### src/rtl/rx_line_monitor_pkg.sv
// Package: shared types for the receive line monitor.
// Holds the flag command encoding and the priority rule that turns
// raw set/clear requests into one command.
package rx_line_monitor_pkg;

    typedef enum logic [1:0] {
        FLAG_HOLD  = 2'd0,
        FLAG_SET   = 2'd1,
        FLAG_CLEAR = 2'd2
    } flag_cmd_e;

    // Priority: hard clear > set > soft clear > hold.
    function automatic flag_cmd_e pick_cmd(input logic hard_clr,
                                           input logic set_req,
                                           input logic soft_clr_req);
        if (hard_clr)          return FLAG_CLEAR;
        else if (set_req)      return FLAG_SET;
        else if (soft_clr_req) return FLAG_CLEAR;
        else                   return FLAG_HOLD;
    endfunction

endpackage

### src/rtl/run_counter.sv
// Module: run_counter
// Counts consecutive bit-time pulses whose voted bit equals MATCH_VAL.
// Assumes: tick is a one-cycle pulse; the count saturates at LIMIT and
// reach pulses only on the step into LIMIT. Clear and !en hold it at 0.
module run_counter #(
    parameter int  LIMIT     = 10,
    parameter logic MATCH_VAL = 1'b1
) (
    input  logic clk,
    input  logic rst_n,
    input  logic clr,
    input  logic en,
    input  logic tick,
    input  logic bit_val,
    output logic reach
);
    localparam int CW = $clog2(LIMIT + 1);
    localparam logic [CW-1:0] TOP  = CW'(LIMIT);
    localparam logic [CW-1:0] LAST = CW'(LIMIT - 1);

    logic [CW-1:0] count;
    logic          step;

    // Purpose: a counting step happens on a matching bit while enabled.
    always_comb begin
        step  = en && tick && (bit_val == MATCH_VAL);
        reach = step && (count == LAST);
    end

    // Purpose: advance, saturate or restart the run count.
    always_ff @(posedge clk) begin
        if (!rst_n || clr || !en) begin
            count <= '0;
        end else if (tick) begin
            if (bit_val != MATCH_VAL) count <= '0;
            else if (count != TOP)    count <= count + 1'b1;
        end
    end

    // the run count never passes its threshold.
    assert_cnt_bound_R2: assert property (@(posedge clk) disable iff (!rst_n)
        count <= TOP);

    // a mismatching tick restarts the run.
    assert_restart_R3: assert property (@(posedge clk) disable iff (!rst_n)
        (tick && (bit_val != MATCH_VAL)) |=> (count == '0));
endmodule

### src/rtl/sticky_flag.sv
// Module: sticky_flag
// One status bit that holds until cleared.
// Assumes: requests are one-cycle pulses or levels sampled per edge;
// priority is resolved by the shared package function.
module sticky_flag
    import rx_line_monitor_pkg::*;
(
    input  logic clk,
    input  logic rst_n,
    input  logic hard_clr,
    input  logic set_req,
    input  logic soft_clr_req,
    output logic flag
);
    flag_cmd_e cmd;

    // Purpose: resolve set/clear requests into one command.
    always_comb cmd = pick_cmd(hard_clr, set_req, soft_clr_req);

    // Purpose: hold, set or clear the flag.
    always_ff @(posedge clk) begin
        if (!rst_n) begin
            flag <= 1'b0;
        end else begin
            case (cmd)
                FLAG_SET:   flag <= 1'b1;
                FLAG_CLEAR: flag <= 1'b0;
                default:    flag <= flag;
            endcase
        end
    end

    // a set request that is not overridden leaves the flag high.
    assert_set_wins_R9: assert property (@(posedge clk) disable iff (!rst_n)
        (set_req && !hard_clr) |=> flag);
endmodule

### src/rtl/rx_line_monitor.sv
// Module: rx_line_monitor (top)
// Watches the voted receive bit and produces a sticky idle-wake flag
// and a sticky break-detect flag.
// Assumes: bit_tick is a one-cycle pulse per bit time, rx_bit is
// valid with it, and frame_err is a level held by the receiver.
module rx_line_monitor #(
    parameter int IDLE_BITS = 10,
    parameter int BRK_BITS  = 10
) (
    input  logic clk,
    input  logic rst_n,
    input  logic soft_clr,
    input  logic bit_tick,
    input  logic rx_bit,
    input  logic rx_idle,
    input  logic frame_err,
    input  logic buf_read,
    output logic wake_flag,
    output logic break_flag
);
    logic idle_q;
    logic char_start;
    logic idle_reach;
    logic brk_reach;

    // Purpose: remember standby so a new character start can be seen.
    always_ff @(posedge clk) begin
        if (!rst_n) idle_q <= 1'b0;
        else        idle_q <= rx_idle;
    end

    // Purpose: a character begins when standby is left.
    always_comb char_start = idle_q && !rx_idle;

    run_counter #(.LIMIT(IDLE_BITS), .MATCH_VAL(1'b1)) i_idle_cnt (
        .clk(clk), .rst_n(rst_n), .clr(soft_clr), .en(rx_idle),
        .tick(bit_tick), .bit_val(rx_bit), .reach(idle_reach)
    );

    run_counter #(.LIMIT(BRK_BITS), .MATCH_VAL(1'b0)) i_brk_cnt (
        .clk(clk), .rst_n(rst_n), .clr(soft_clr), .en(frame_err),
        .tick(bit_tick), .bit_val(rx_bit), .reach(brk_reach)
    );

    sticky_flag i_wake (
        .clk(clk), .rst_n(rst_n), .hard_clr(soft_clr),
        .set_req(idle_reach), .soft_clr_req(buf_read || char_start),
        .flag(wake_flag)
    );

    sticky_flag i_brk (
        .clk(clk), .rst_n(rst_n), .hard_clr(soft_clr),
        .set_req(brk_reach), .soft_clr_req(buf_read),
        .flag(break_flag)
    );

    // soft reset leaves both flags low.
    assert_soft_clear_R1: assert property (@(posedge clk) disable iff (!rst_n)
        soft_clr |=> (!wake_flag && !break_flag));

    // wake rises only after a high tick in standby.
    assert_wake_source_R2: assert property (@(posedge clk) disable iff (!rst_n)
        $rose(wake_flag) |-> $past(rx_idle && rx_bit && bit_tick));

    // leaving standby drops the wake flag.
    assert_leave_clears_R4: assert property (@(posedge clk) disable iff (!rst_n)
        (idle_q && !rx_idle) |=> !wake_flag);

    // break rises only after a low tick with frame error up.
    assert_break_source_R7: assert property (@(posedge clk) disable iff (!rst_n)
        $rose(break_flag) |-> $past(frame_err && !rx_bit && bit_tick));

    // break holds unless read or soft reset.
    assert_break_hold_R8: assert property (@(posedge clk) disable iff (!rst_n)
        (break_flag && !buf_read && !soft_clr) |=> break_flag);
endmodule

### config.mk
export PLATFORM = sky130hd
export DESIGN_NAME = rx_line_monitor
export DESIGN_NICKNAME = d
export VERILOG_FILES = /design/src/rtl/rx_line_monitor_pkg.sv /design/src/rtl/run_counter.sv /design/src/rtl/sticky_flag.sv /design/src/rtl/rx_line_monitor.sv
export SDC_FILE = /design/constraint.sdc
export NUM_CORES = 1
export LEC_CHECK = 0
export BUFFER_PORTS_ARGS = -buffer_cell sky130_fd_sc_hd__buf_2
export CORE_AREA = 2 2 39 41
export DETAILED_ROUTE_END_ITERATION = 8
export DIE_AREA = 0 0 41 43
export PLACE_DENSITY = 0.82
export SLEW_MARGIN = 15
export SYNTH_ARGS = -nofsm -noshare
export SYNTH_HDL_FRONTEND = slang
export SYNTH_SLANG_ARGS = --single-unit
### constraint.sdc
create_clock -name clk -period 4.5 [get_ports clk]
set_input_delay 0.675 -clock clk [delete_from_list [all_inputs] [get_ports clk]]
set_output_delay 0.675 -clock clk [all_outputs]
set_load 0.01 [all_outputs]
==> key figures, run 1 <==
Placed design
  • DP HPWL: 1040 um
  • Number of buffers inserted by port buffering: 9
  • Cell count after placement: 102
  • Gp weighted congestion: 0.819
  • Dpl ws: 2.41 ns

Final layout
  • Area of combinational cells with multiple inputs: 435 um^2
  • Final net count: 107
  • Total of fill cells in the finished design: 127
  • Antenna fix cells: 0
  • Sequential cell area: 220 um^2
  • Area growth from synthesis to final layout: 12.0%
  • Fraction of final layout cells with drive strength greater than 1: 15.6%
  • Count of placed standard cells in the final layout, fillers left out: 106

Timing
  • Time the worst path needs with I/O delays and setup: 1.81 ns
  • Slew Limit Headroom: 81.8%
  • Final Hold Viols: 0
  • Final setup vio count: 0
  • Maximum operating frequency: 552 MHz
  • Share of the clock period used by the worst path: 40.3%
  • Worst Clk Skew: 0.000393 ns
  • Minimum hold slack: 0.526 ns
  • RSZ-0062 raised after global routing: no
  • Final worst setup slack: 2.69 ns
  • Transition time of the tightest slew-check pin: 0.270 ns
  • Fin. max-slew vios: 0
  • Setup TNS: 0 ns

Global routing
  • Final global-route overflow total: 0
  • Initial antenna violation count: 0
  • Global-route wire length before repair: 2250 um
  • Pin count of the biggest net entering global routing: 15
  • Via count of the first global-routing pass: 574
  • All-layer global routing usage: 18.7%

Floorplanning
  • Overall die area: 1760 um^2
  • Floorplan Core Area: 1380 um^2
  • Top-Level Pins: 10
  • Chip Height: 43 um
  • Initial Util: 49.6%
  • Die width: 41 um
  • Standard-cell rows: 14

Worst setup path
  • Worst Setup SP: rx_bit
  • Arrival time of the worst setup path: 1.98 ns
  • Required @ worst endpoint: 4.67 ns
  • Origin of the critical flop-to-flop path: i_idle_cnt.count[1]
  • Startpoint type of the worst setup path: input port
  • WS Path Type: in2reg
  • Maximum fanout along the worst path: 14
  • Kind of capture point of the worst setup path: register

Detailed routing
  • Total Wirelength: 1380 um
  • Detailed Routing Iterations Pass 1: 4
  • Total DRC errors in the routed layout: 0
  • Starting DRT DRC Count: 11
  • Post-route ant nets: 0
  • Routed length per instance: 13.0 um
  • Via count: 625
  • Routed via count divided by cell count: 5.90

Clock tree
  • Clock latency reported for the late side of the worst-skew pair: 0.27 ns
  • Number of buffers inserted during clock tree synthesis: 3
  • Post-CTS resize count: 0
  • TritonCTS clock tree: yes
  • Clock-pin transition on the worst setup and hold timing paths: 0.07 ns
  • Clk Tree Root Cell: sky130_fd_sc_hd__clkbuf_4
  • Clock Path Buffers: 2
  • Clock Sinks: 11
  • H-Tree Depth: 1
  • Post-CTS setup buffer count: 0
  • Number of buffers added to fix hold violations after cts: 0

Yosys
  • Synthesized area per cell: 8.70 um^2
  • Cell type with the largest total area after synthesis: sky130_fd_sc_hd__dfxtp_1
  • Synth Register Bits: 11
  • Share of the synthesized area in the top cell type: 32.1%
  • Share of the yosys chip area belonging to registers: 32.1%
  • Mapped cell area: 687 um^2
  • Number of synthesized flops with an enable pin: 0
  • Most used flip-flop cell after synthesis: sky130_fd_sc_hd__dfxtp_1
  • Synth top cells by count: 11 x sky130_fd_sc_hd__dfxtp_1, 8 x sky130_fd_sc_hd__ha_1, 7 x sky130_fd_sc_hd__nand2_1
  • Top post-synthesis cells by area: sky130_fd_sc_hd__dfxtp_1 32%, sky130_fd_sc_hd__ha_1 15%, sky130_fd_sc_hd__a211o_1 5.1%
  • Gate count after technology mapping: 79
  • Number of library cell types mapped by synthesis: 27
  • Most numerous cell in the Yosys netlist: sky130_fd_sc_hd__dfxtp_1
  • Total of warnings raised by yosys: 0
  • Net count after synthesis: 95
  • Asr flop ratio synth: 0%

Hold path
  • Classification of the worst-slack hold path: reg2reg
  • Hold path start: i_idle_cnt.count[2]

Power and ir drop
  • Post-layout total power: 187 uW
  • Total power per unit cell area: 244 nW/um^2
  • Peak ir drop on the vdd network: 0.000152 V
  • LEAKAGE: 0.288 nW

Run
  • Max-cap check violation count: 0

Outcome
  • Outcome: finished, final reports clean
==> stage by stage <==
stage | util, % | instance area [um^2]
after floorplan | - | 687
after global placement | 53.7 | 743
after detailed placement | 53.7 | 743
after CTS | 55.6 | 769
after global routing | 55.6 | 769
final | 55.6 | 769
==> power breakdown <==
group	switching [mW]	total [mW]	internal, mW
Sequential	0.000878	0.0997	0.0989
Clock	0.0343	0.0686	0.0343
Combinational	0.0115	0.0191	0.00762
Total	0.0466	0.187	0.141
==> final timing paths <==
path,slack (ns),depth (start not counted),endpoint
worst min register to register,0.53,2,i_idle_cnt.count[2]
worst min-delay path,0.53,2,i_idle_cnt.count[2]
worst max-delay path,2.69,8,i_brk.flag
worst max register to register,2.84,9,i_wake.flag
==> worst max-delay path: stages <==
cell	delay, ns
sky130_fd_sc_hd__buf_2	0.17
sky130_fd_sc_hd__nor3b_1	0.26
sky130_fd_sc_hd__nand4_1	0.13
sky130_fd_sc_hd__a21o_1	0.19
sky130_fd_sc_hd__ha_1	0.28
sky130_fd_sc_hd__nand2_1	0.06
sky130_fd_sc_hd__o21ai_0	0.06
sky130_fd_sc_hd__and2_1	0.15
==> layout by cell type (no fill, tap or decap), drive strengths merged, types with 3 or more instances in the layout <==
| cell type | instances |
|---|---|
| clkbuf | 4 |
| nand3 | 3 |
| a211o | 4 |
| ha | 8 |
| nor2b | 4 |
| and2 | 4 |
| inv | 6 |
| nand2 | 7 |
| nand4 | 5 |
| buf | 9 |
| o21ai | 6 |
| dfxtp | 11 |
==> cells by family (layout without fill, tap and decap cells) <==
| kind of cell | count (synthesis) | in the layout | share of synthesized area [%] |
|---|---|---|---|
| DFF | 11 | 11 | 32.1 |
| AOI/OAI and AO/OA | 20 | 20 | 21.1 |
| and+or+nand+nor | 32 | 32 | 27.7 |
| adders and majority gates | 8 | 8 | 14.6 |
| buffers and inverters | 8 | 19 | 4.55 |
==> flip-flops by register name (all words and copies together), names as in the netlist <==
| register | count |
|---|---|
| i_brk_cnt.count | 4 |
| i_idle_cnt.count | 4 |
| i_brk.flag | 1 |
| i_wake.flag | 1 |
| idle_q | 1 |
==> layer usage <==
layer / global-route usage (%) / routed length, um
met5: 0 / 0
met4: 12.0 / 31
met3: 3.14 / 41
met2: 28.1 / 665
met1: 23.2 / 641
==> cell type report <==
class                           instances  share of cell area [%]
Timing Repair Buffer                    9                    5.85
Clock buffer                            4                    3.41
Tap cell                               16                    2.60
Inverter                                6                    2.93
Sequential cell                        11                    28.6
Multi-Input combinational cell         60                    56.6
(Power assumes the default switching activity.)
==> run 2: changes to the inputs <==
CORE_AREA = 2 2 41 43   (was 2 2 39 41)
DIE_AREA = 0 0 43 45   (was 0 0 41 43)
PLACE_DENSITY = 0.78   (was 0.82)
clock period = 1.5 ns   (was 4.5 ns; I/O delays follow)
==> key figures, run 2 (same netlist as run 1, synthesis figures left out) <==
Power and ir drop
  • Sw Share: 25.4% (+0.54 points)
  • Clock network power share: 35.3% (-1.3 points)
  • LEAKAGE: 0.373 nW (+29%)
  • Net switching power: 149 uW (+220%)
  • Internal power summed over all cells: 437 uW (+210%)
  • Combinational share of power: 13.6% (+3.4 points)
  • Peak ir drop on the vdd network: 0.000386 V (+150%)
  • Sequential fraction of design power: 51.1% (-2.1 points)
  • Total power per unit cell area: 606 nW/um^2 (+150%)

Final layout
  • Most common library cell in the layout ignoring fill and taps: sky130_fd_sc_hd__buf_4
  • Final net count: 122 (+14%)
  • Leading cell types in the layout, fill and taps excluded: 15 x sky130_fd_sc_hd__buf_4, 9 x sky130_fd_sc_hd__buf_2, 6 x sky130_fd_sc_hd__nand2_1, 6 x sky130_fd_sc_hd__dfxtp_1
  • Final core utilization: 65.6% (+10 points)
  • Biggest registers after layout: i_brk_cnt.count (4), i_idle_cnt.count (4)
  • Post-route standard cell area excluding fillers: 966 um^2 (+26%)
  • Area growth from synthesis to final layout: 40.6%
  • Fraction of final layout cells with drive strength greater than 1: 43.8% (+28 points)
  • Count of placed standard cells in the final layout, fillers left out: 121 (+14%)
  • Antenna fix cells: 0 (unchanged)
  • Total of fill cells in the finished design: 105 (-17%)

Hold path
  • Number of cells on the worst hold path: 2 (unchanged)
  • Classification of the worst-slack hold path: in2reg

Outcome
  • Violated checks: setup timing
  • Outcome: complete, but fails checks

Global routing
  • Final global-route overflow total: 0 (unchanged)
  • Via count of the first global-routing pass: 640 (+11%)
  • Initial antenna violation count: 0 (unchanged)
  • Pin count of the biggest net entering global routing: 12 (-3)
  • All-layer global routing usage: 19.9% (+1.3 points)
  • Global-route wire length before repair: 2770 um (+23%)

Floorplanning
  • Floorplan Core Area: 1470 um^2 (+6.3%)
  • Die width: 43 um (+4.9%)
  • Initial Util: 46.7% (-3.0 points)
  • Chip Height: 45 um (+4.7%)
  • Top-Level Pins: 10 (unchanged)
  • Standard-cell rows: 14 (unchanged)
  • Overall die area: 1940 um^2 (+9.8%)

Detailed routing
  • Total Wirelength: 1750 um (+27%)
  • Routed via count divided by cell count: 5.93 (+0.64%)
  • Starting DRT DRC Count: 21 (+10)
  • Routed length per instance: 14.5 um (+11%)
  • Detailed Routing Iterations Pass 1: 4 (unchanged)
  • Post-route ant nets: 0 (unchanged)
  • Total DRC errors in the routed layout: 0 (unchanged)
  • Via count: 718 (+15%)

Timing
  • Final setup vio count: 1 (+1)
  • Transition time of the tightest slew-check pin: 0.325 ns (+0.0553 ns)
  • Worst Clk Skew: 0.000594 ns (+0.000201 ns)
  • Time the worst path needs with I/O delays and setup: 1.50 ns
  • Maximum operating frequency: 666 MHz
  • Slew Limit Headroom: 78.3% (-3.5 points)
  • Share of the clock period used by the worst path: 100%
  • RSZ-0062 raised after global routing: yes
  • Final worst setup slack: -0.00197 ns (-2.69 ns)
  • Fin. max-slew vios: 0 (unchanged)
  • Final Hold Viols: 0 (unchanged)

Worst setup path
  • WS Path Type: reg2reg
  • Worst-case reg-to-reg path depth: 9 (unchanged)
  • Required @ worst endpoint: 1.68 ns (-2.99 ns)
  • Arrival time of the worst setup path: 1.68 ns (-0.30 ns)
  • Maximum fanout along the worst path: 2 (-12)
  • Startpoint type of the worst setup path: register
  • Kind of capture point of the worst setup path: register

Clock tree
  • Clock Sinks: 11 (unchanged)
  • Number of buffers inserted during clock tree synthesis: 3 (unchanged)
  • Clock Path Buffers: 2 (unchanged)
  • Clk Tree Root Cell: sky130_fd_sc_hd__clkbuf_4
  • Clock latency reported for the late side of the worst-skew pair: 0.28 ns (about the same)
  • Clock-pin transition on the worst setup and hold timing paths: 0.07 ns (about the same)
  • H-Tree Depth: 1 (unchanged)
  • Number of buffers added to fix hold violations after cts: 0 (unchanged)
  • TritonCTS clock tree: yes

Placed design
  • Instance area at placement: 840 um^2 (+13%)
  • Gp weighted congestion: 0.810 (-1.1%)
  • Number of buffers inserted by port buffering: 9 (unchanged)
  • DP HPWL: 1260 um (+21%)
  • Cell count after placement: 114 (+12%)

Run
  • Max-cap check violation count: 0 (unchanged)
## run 2: cell count changes in the layout (fill, tap and decap cells not counted), moves of 4 or more
cell and delta:
sky130_fd_sc_hd__dfxtp_1 -5, sky130_fd_sc_hd__dfxtp_2 +5, sky130_fd_sc_hd__buf_4 +15, sky130_fd_sc_hd__ha_1 -4
## run 2: power groups by stage
stage	Clock (mW)	Combinational [mW]	Sequential [mW]
3_5_place_dp	0	0.0694	0.306
4_1_cts	0.214	0.0708	0.299
6_report	0.207	0.0797	0.299
3_3_place_gp	0	0.0660	0.305
5_1_grt	0.223	0.0873	0.300
2_1_floorplan	0	0.0329	0.307
## run 2: worst paths after layout
kind | from | to | slack, ns
worst min-delay path | rx_idle | idle_q | 0.20
worst max register to register | i_idle_cnt.count[1] | i_wake.flag | -0.002
worst min register to register | i_brk_cnt.count[1] | i_brk_cnt.count[1] | 0.55
worst max-delay path | i_idle_cnt.count[1] | i_wake.flag | -0.002
## run 2: what timing repair did
item / in CTS / in global routing
setup buffers: 1 / 2
pin swaps: 8 / 7
endpoints found under the hold margin: 0 / 0
resized for setup: 10 / 9
setup endpoints to repair: 2 / 6
## run 2: per-stage QoR
stage	hold WS, ns	setup slack, ns	TNS, ns	power (mW)
after global placement	0.478	0.0114	0	0.371
after global routing	0.203	-0.0623	-0.0929	0.610
after CTS	0.199	-0.0493	-0.0493	0.583
after detailed placement	0.482	-0.0804	-0.146	0.375
after floorplan	0.347	0.0261	0	0.340
final	0.197	-0.00197	-0.00197	0.586
## run 2: routing by layer
layer / track usage (%) / up-vias / wire [um]
li1: - / 347 / -
met1: 22.5 / 336 / 747
met2: 33.9 / 31 / 876
met3: 3.60 / 4 / 95
met4: 14.5 / 0 / 31
met5: 0 / - / 0
## run 2: critical path: stages (launching register included)
cell and delay [ns]:
sky130_fd_sc_hd__dfxtp_2 0.34, sky130_fd_sc_hd__inv_2 0.06, sky130_fd_sc_hd__ha_4 0.15, sky130_fd_sc_hd__and2_1 0.14, sky130_fd_sc_hd__nand4_1 0.10, sky130_fd_sc_hd__o31a_1 0.18, sky130_fd_sc_hd__ha_4 0.21, sky130_fd_sc_hd__nand2_1 0.05
sky130_fd_sc_hd__o21ai_1 0.05, sky130_fd_sc_hd__and2_1 0.12
## run 2: area by class of cell
class	count	area, um^2	share of cell area [%]
clock buffers	4	26.3	2.72
repair buffers	24	158	16.3
multi-input cells	60	513	53.1
inverters	6	22.5	2.33
flip-flops and latches	11	226	23.4
well taps	16	20.0	2.07
